<file path="config.mk">
export PLATFORM = sky130hd
export DESIGN_NAME = array_exec_seq
export DESIGN_NICKNAME = d
export VERILOG_FILES = /design/src/rtl/aes_pkg.sv /design/src/rtl/aes_decode.sv /design/src/rtl/aes_fsm.sv /design/src/rtl/aes_addr_gen.sv /design/src/rtl/array_exec_seq.sv
export SDC_FILE = /design/constraint.sdc
export NUM_CORES = 1
export LEC_CHECK = 0
export CORE_ASPECT_RATIO = 0.9
export CORE_MARGIN = 3
export CORE_UTILIZATION = 38
export CTS_CLUSTER_DIAMETER = 50
export DETAILED_ROUTE_END_ITERATION = 7
export PLACE_DENSITY = 0.74
export SYNTH_ARGS = -nofsm -noshare
export SYNTH_HDL_FRONTEND = slang
export SYNTH_SLANG_ARGS = --single-unit
</file>
<file path="constraint.sdc">
create_clock -name clk -period 2.7 [get_ports clk]
set_input_delay 0.54 -clock clk [delete_from_list [all_inputs] [get_ports clk]]
set_output_delay 0.54 -clock clk [all_outputs]
set_load 0.02 [all_outputs]
</file>
<file path="src/rtl/aes_pkg.sv">
package aes_pkg;
  localparam int REC_W  = 64;
  localparam int CNT_W  = 16;
  localparam int CNT_LSB = 0;
  localparam int CS_W   = 4;
  localparam int CS_LSB = 16;
  localparam int RW_BIT = 20;
  localparam int FB_AW  = 12;
  localparam int FB_LSB = 24;
  localparam int CC_AW  = 8;
  localparam int CC_LSB = 40;

  typedef enum logic [1:0] {
    ST_IDLE = 2'd0,
    ST_LOAD = 2'd1,
    ST_RUN  = 2'd2,
    ST_DONE = 2'd3
  } seq_state_t;

  typedef struct packed {
    logic [CNT_W-1:0] cycles;
    logic [CS_W-1:0]  cs;
    logic             wr;
    logic [FB_AW-1:0] fb_base;
    logic [CC_AW-1:0] cc_base;
  } ctl_rec_t;
endpackage

</file>
<file path="src/rtl/aes_decode.sv">
module aes_decode
  import aes_pkg::*;
(
  input  logic             clk,
  input  logic             rst_n,
  input  logic             capture,
  input  logic [REC_W-1:0] rec_data,
  output ctl_rec_t         rec_q
);
  logic unused_bits;
  assign unused_bits = ^{rec_data[REC_W-1:CC_LSB+CC_AW],
                         rec_data[CC_LSB-1:FB_LSB+FB_AW],
                         rec_data[FB_LSB-1:RW_BIT+1]};

  always_ff @(posedge clk or negedge rst_n) begin
    if (!rst_n) begin
      rec_q <= '0;
    end else if (capture) begin
      rec_q.cycles  <= rec_data[CNT_LSB +: CNT_W];
      rec_q.cs      <= rec_data[CS_LSB +: CS_W];
      rec_q.wr      <= rec_data[RW_BIT];
      rec_q.fb_base <= rec_data[FB_LSB +: FB_AW];
      rec_q.cc_base <= rec_data[CC_LSB +: CC_AW];
    end
  end
endmodule

</file>
<file path="src/rtl/aes_fsm.sv">
module aes_fsm
  import aes_pkg::*;
(
  input  logic             clk,
  input  logic             rst_n,
  input  logic             start,
  input  logic [CNT_W-1:0] cycles,
  output logic             load,
  output logic             run,
  output logic             fin,
  output logic             busy
);
  seq_state_t       state_q, state_d;
  logic [CNT_W-1:0] cnt_q, cnt_d;

  always_comb begin
    state_d = state_q;
    cnt_d   = cnt_q;
    unique case (state_q)
      ST_IDLE: if (start) state_d = ST_LOAD;
      ST_LOAD: begin
        cnt_d   = cycles;
        state_d = (cycles == '0) ? ST_DONE : ST_RUN;
      end
      ST_RUN: begin
        cnt_d = cnt_q - 1'b1;
        if (cnt_q == CNT_W'(1)) state_d = ST_DONE;
      end
      ST_DONE: state_d = ST_IDLE;
      default: state_d = ST_IDLE;
    endcase
  end

  always_ff @(posedge clk or negedge rst_n) begin
    if (!rst_n) begin
      state_q <= ST_IDLE;
      cnt_q   <= '0;
    end else begin
      state_q <= state_d;
      cnt_q   <= cnt_d;
    end
  end

  assign load = (state_q == ST_LOAD);
  assign run  = (state_q == ST_RUN);
  assign fin  = (state_q == ST_DONE);
  assign busy = (state_q != ST_IDLE);
endmodule

</file>
<file path="src/rtl/aes_addr_gen.sv">
module aes_addr_gen #(
  parameter int AW = 8
) (
  input  logic          clk,
  input  logic          rst_n,
  input  logic          load,
  input  logic          step,
  input  logic [AW-1:0] base,
  output logic [AW-1:0] addr
);
  always_ff @(posedge clk or negedge rst_n) begin
    if (!rst_n)    addr <= '0;
    else if (load) addr <= base;
    else if (step) addr <= addr + 1'b1;
  end
endmodule

</file>
<file path="src/rtl/array_exec_seq.sv">
module array_exec_seq
  import aes_pkg::*;
(
  input  logic             clk,
  input  logic             rst_n,
  input  logic             rec_valid,
  output logic             rec_ready,
  input  logic [REC_W-1:0] rec_data,
  output logic             busy,
  output logic [CS_W-1:0]  arr_cs,
  output logic             fb_en,
  output logic             fb_we,
  output logic [FB_AW-1:0] fb_addr,
  output logic             cc_en,
  output logic [CC_AW-1:0] cc_addr,
  output logic             done
);
  ctl_rec_t rec_q;
  logic     accept, load, run, fin, busy_i;

  assign rec_ready = ~busy_i;
  assign accept    = rec_valid & rec_ready;

  aes_decode u_dec (
    .clk(clk), .rst_n(rst_n), .capture(accept),
    .rec_data(rec_data), .rec_q(rec_q)
  );

  aes_fsm u_fsm (
    .clk(clk), .rst_n(rst_n), .start(accept), .cycles(rec_q.cycles),
    .load(load), .run(run), .fin(fin), .busy(busy_i)
  );

  aes_addr_gen #(.AW(FB_AW)) u_fb_ag (
    .clk(clk), .rst_n(rst_n), .load(load), .step(run),
    .base(rec_q.fb_base), .addr(fb_addr)
  );

  aes_addr_gen #(.AW(CC_AW)) u_cc_ag (
    .clk(clk), .rst_n(rst_n), .load(load), .step(run),
    .base(rec_q.cc_base), .addr(cc_addr)
  );

  assign busy   = busy_i;
  assign fb_en  = run;
  assign cc_en  = run;
  assign fb_we  = run & rec_q.wr;
  assign arr_cs = run ? rec_q.cs : '0;
  assign done   = fin;
endmodule

</file>
==> impl_results.md <==
- Worst EP arrival: 2.01 ns
- Core Footprint: 9827 µm²
- Post-route ant nets: 0
- Routed WL: 8956 µm
- Post-synth EDFFs: 0
- Synthesized area per cell: 10.68 µm²
- CP endpoint kind: output port
- Top-count cell post-synth: dfrtp_1
- Synthesized area: 3909 µm²
- Post-synth cell types: 42
- Die Ht: 102.2 µm
- DIE WIDTH: 112.9 µm
- CP peak stage delay: 0.60 ns
- CTS Hold Bufs: 0
- Post-DR vias/cell: 5.524
- Worst-path clk slew: 0.06 ns
- PD cells: 480.8 nW/µm²
- Final setup fails: 0
- Finished Cell Area: 5067 µm²
- Sink Count: 79
- Synth top area share: 0.5058
- WP data required: 2.16 ns
- Top cells by area, synth: dfrtp_1, mux2_2, a21oi_1, o22ai_1, mux2i_1
- Internal: 1.945 mW
- Via count: 3121
- Power share of the clock group: 0.479
- Area grow syn2layout: 29.64%
- Share of layout cells above drive strength 1: 0.1708
- Ys Warns: 0
- Cell Rows: 34
- DRT iter0 DRCs: 192
- Maxcap violations: 0
- Hold WC Path Type: in2async
- Seq/Total Area, Yosys: 0.5058
- Top cells by count, synth: dfrtp_1, mux2_2, a21oi_1, nand2_1, o22ai_1
- Worst skew pair latency: 0.33 ns
- Net Sw Frac: 0.2018
- Outcome: finished, final reports clean
- WL/cell: 15.85 µm
- RSZ-0062 raised after global routing: false
- Fin Setup TNS: 0 ns
- Synthesized net count: 441
- Switching pwr: 0.4916 mW
- Dpl ws: 0.3475 ns
- Pre-antenna DRT Iters: 4
- Final Cycle Share: 0.9439
- Yosys reg bits: 79
- Vias in the first global route: 2940
- IO Port Bufs: 73
- Critical-path cell list: inv_1 -> ha_2 -> and2_1 -> clkdlybuf4s50_1
- Lkg Pwr: 2.361 nW
- Max Clock Freq: 392.4 MHz
- Clock Skew: 0.005477 ns
- Slowest cell on crit path: clkdlybuf4s50_1
- DP Area: 4777 µm²
- # H-tree levels: 3
- Primary FF master, synth: dfrtp_1
- Crit path buf inv count: 2
- Starting Density: 0.3978
- Crit path max fanout: 9
- Setup Crit Path Kind: reg2out
- IO Pins: 97
- Max Root-Sink Buffers: 2
- Antenna Cells: 0
- Minimum clock period: 2.549 ns
- Num CTS Buffers: 9
- Cell taking the most area after synthesis: dfrtp_1
- First-pass GRT wire length: 14840 µm
- Syn Inst Count: 366
- Sequential power share: 0.486
- Final Hold Vio Count: 0
- CP delay by family, top: buffers and inverters
- Placer Congestion: 0.7748
- Fin. max-slew vios: 0
- Root Buffer: clkbuf_16
- GR Overflow Total: 0
- Initial antenna violation count: 0
- Detailed placement HPWL: 6130 µm
- Total Power: 2.436 mW
- # DRC: 0
- Worst-margin pin slew: 1.010 ns
- NumNets Final: 510
- PnR worst setup slack: 0.1513 ns
- CP Launch Type: flip-flop
- VDD IR max: 0.3076 mV
- Largest net degree at the start of global routing: 80
- Logic pwr share: 0.035
- DIE AREA: 11540 µm²
- Slew HR: 0.3267
- Global Route Usage Sum: 0.1599
- Util after Layout: 0.5157
- Post-synth ARST share: 1.000
- CTS tree: yes
## logic make-up (layout without fill, tap and decap cells)
group           after synthesis  after routing  synth area share
simple gates                 94             94            0.1319
compound gates               92             92            0.1402
flops                        79             79            0.5058
mux                          57             57            0.1597
buf+inv                      36            109           0.03681
fa+ha+maj                     8              8           0.02561
## what timing repair did
item	in CTS	in global routing
setup endpoints to repair	3	0
gates resized for setup	1	0
setup buffers	0	0
## sequential cells by signal, summed over array words and instances, names as in the netlist
signal / flops
u_dec.rec_q: 41
u_fsm.cnt_q: 16
u_fb_ag.addr: 12
u_cc_ag.addr: 8
u_fsm.state_q: 2
## path summary, 6_finish.rpt
check | startpoint | end | slack [ns] | cells past startpoint
worst min-delay path | rst_n | u_dec.rec_q[17]$_DFFE_PN0P_ | 0.35 | 1
worst max-delay path | u_fsm.state_q[0]$_DFFE_PN0P_ | fb_we | 0.15 | 4
min in group clk | u_dec.rec_q[22]$_DFFE_PN0P_ | u_dec.rec_q[22]$_DFFE_PN0P_ | 0.50 | 1
worst min register to register | u_dec.rec_q[22]$_DFFE_PN0P_ | u_dec.rec_q[22]$_DFFE_PN0P_ | 0.50 | 1
max in group asynchronous | rst_n | u_dec.rec_q[22]$_DFFE_PN0P_ | 1.66 | 1
worst max register to register | u_fsm.state_q[0]$_DFFE_PN0P_ | u_fsm.state_q[0]$_DFFE_PN0P_ | 0.51 | 7
## worst register-to-register path, delay by kind of cell (launching register included)
family / cells / cell delay (ns)
buffers and inverters: 3 / 0.74
flip-flops: 1 / 0.43
AO/OA/AOI/OAI: 3 / 0.57
adder cells (fa/ha/maj): 1 / 0.34
## per-layer routing
layer,track usage,up-vias,part of all wire
li1,-,1488,-
met1,0.2190,1536,0.45
met2,0.2577,93,0.49
met3,0.03671,4,0.055
met4,0.04344,0,0.0061
met5,0,-,0
## cells in the final DEF (no fill, tap or decap), types with 2 or more instances in the layout
master,Yosys,final
mux2_2,43,43
clkbuf_16,0,9
buf_4,2,8
clkdlybuf4s50_1,0,72
and2_1,6,6
a21o_1,2,2
nor4_2,2,2
mux2i_1,14,14
nor3_1,2,2
dfrtp_1,79,79
and3_1,8,8
nand4_1,8,8
clkinv_1,2,2
o22ai_1,26,26
clkinvlp_4,0,3
inv_1,11,11
nand2_1,26,25
nor4_1,4,4
nand3_1,16,16
a2bb2oi_1,6,6
nor2_1,12,12
ha_1,8,6
a21oi_1,36,36
a22oi_1,2,2
clkinv_2,0,2
ha_2,0,2
o21ai_0,13,13
## final cells by class
class	count	area [µm²]
fill	874	4760
sequential	79	1977
multi-input combinational	251	1795
timing repair buffer	81	800.8
clock buffer	9	225.2
tap	126	157.7
clock inverter	6	62.56
inverter	13	48.80
## power by group through the flow
stage | logic (mW) | registers, mW | clock network, mW
global placement | 0.0864 | 1.21 | 0
global route | 0.0940 | 1.18 | 1.25
finish | 0.0847 | 1.18 | 1.17
floorplan | 0.000934 | 1.21 | 0
CTS | 0.0878 | 1.18 | 1.20
detailed placement | 0.0872 | 1.21 | 0
## per-stage QoR
step,hold WS [ns],instances
finish,0.3509,565
global route,0.4531,565
CTS,0.4133,565
detailed placement,0.4909,550
global placement,0.4796,550
floorplan,0.2444,366
Power figures use the tool's default switching activity.
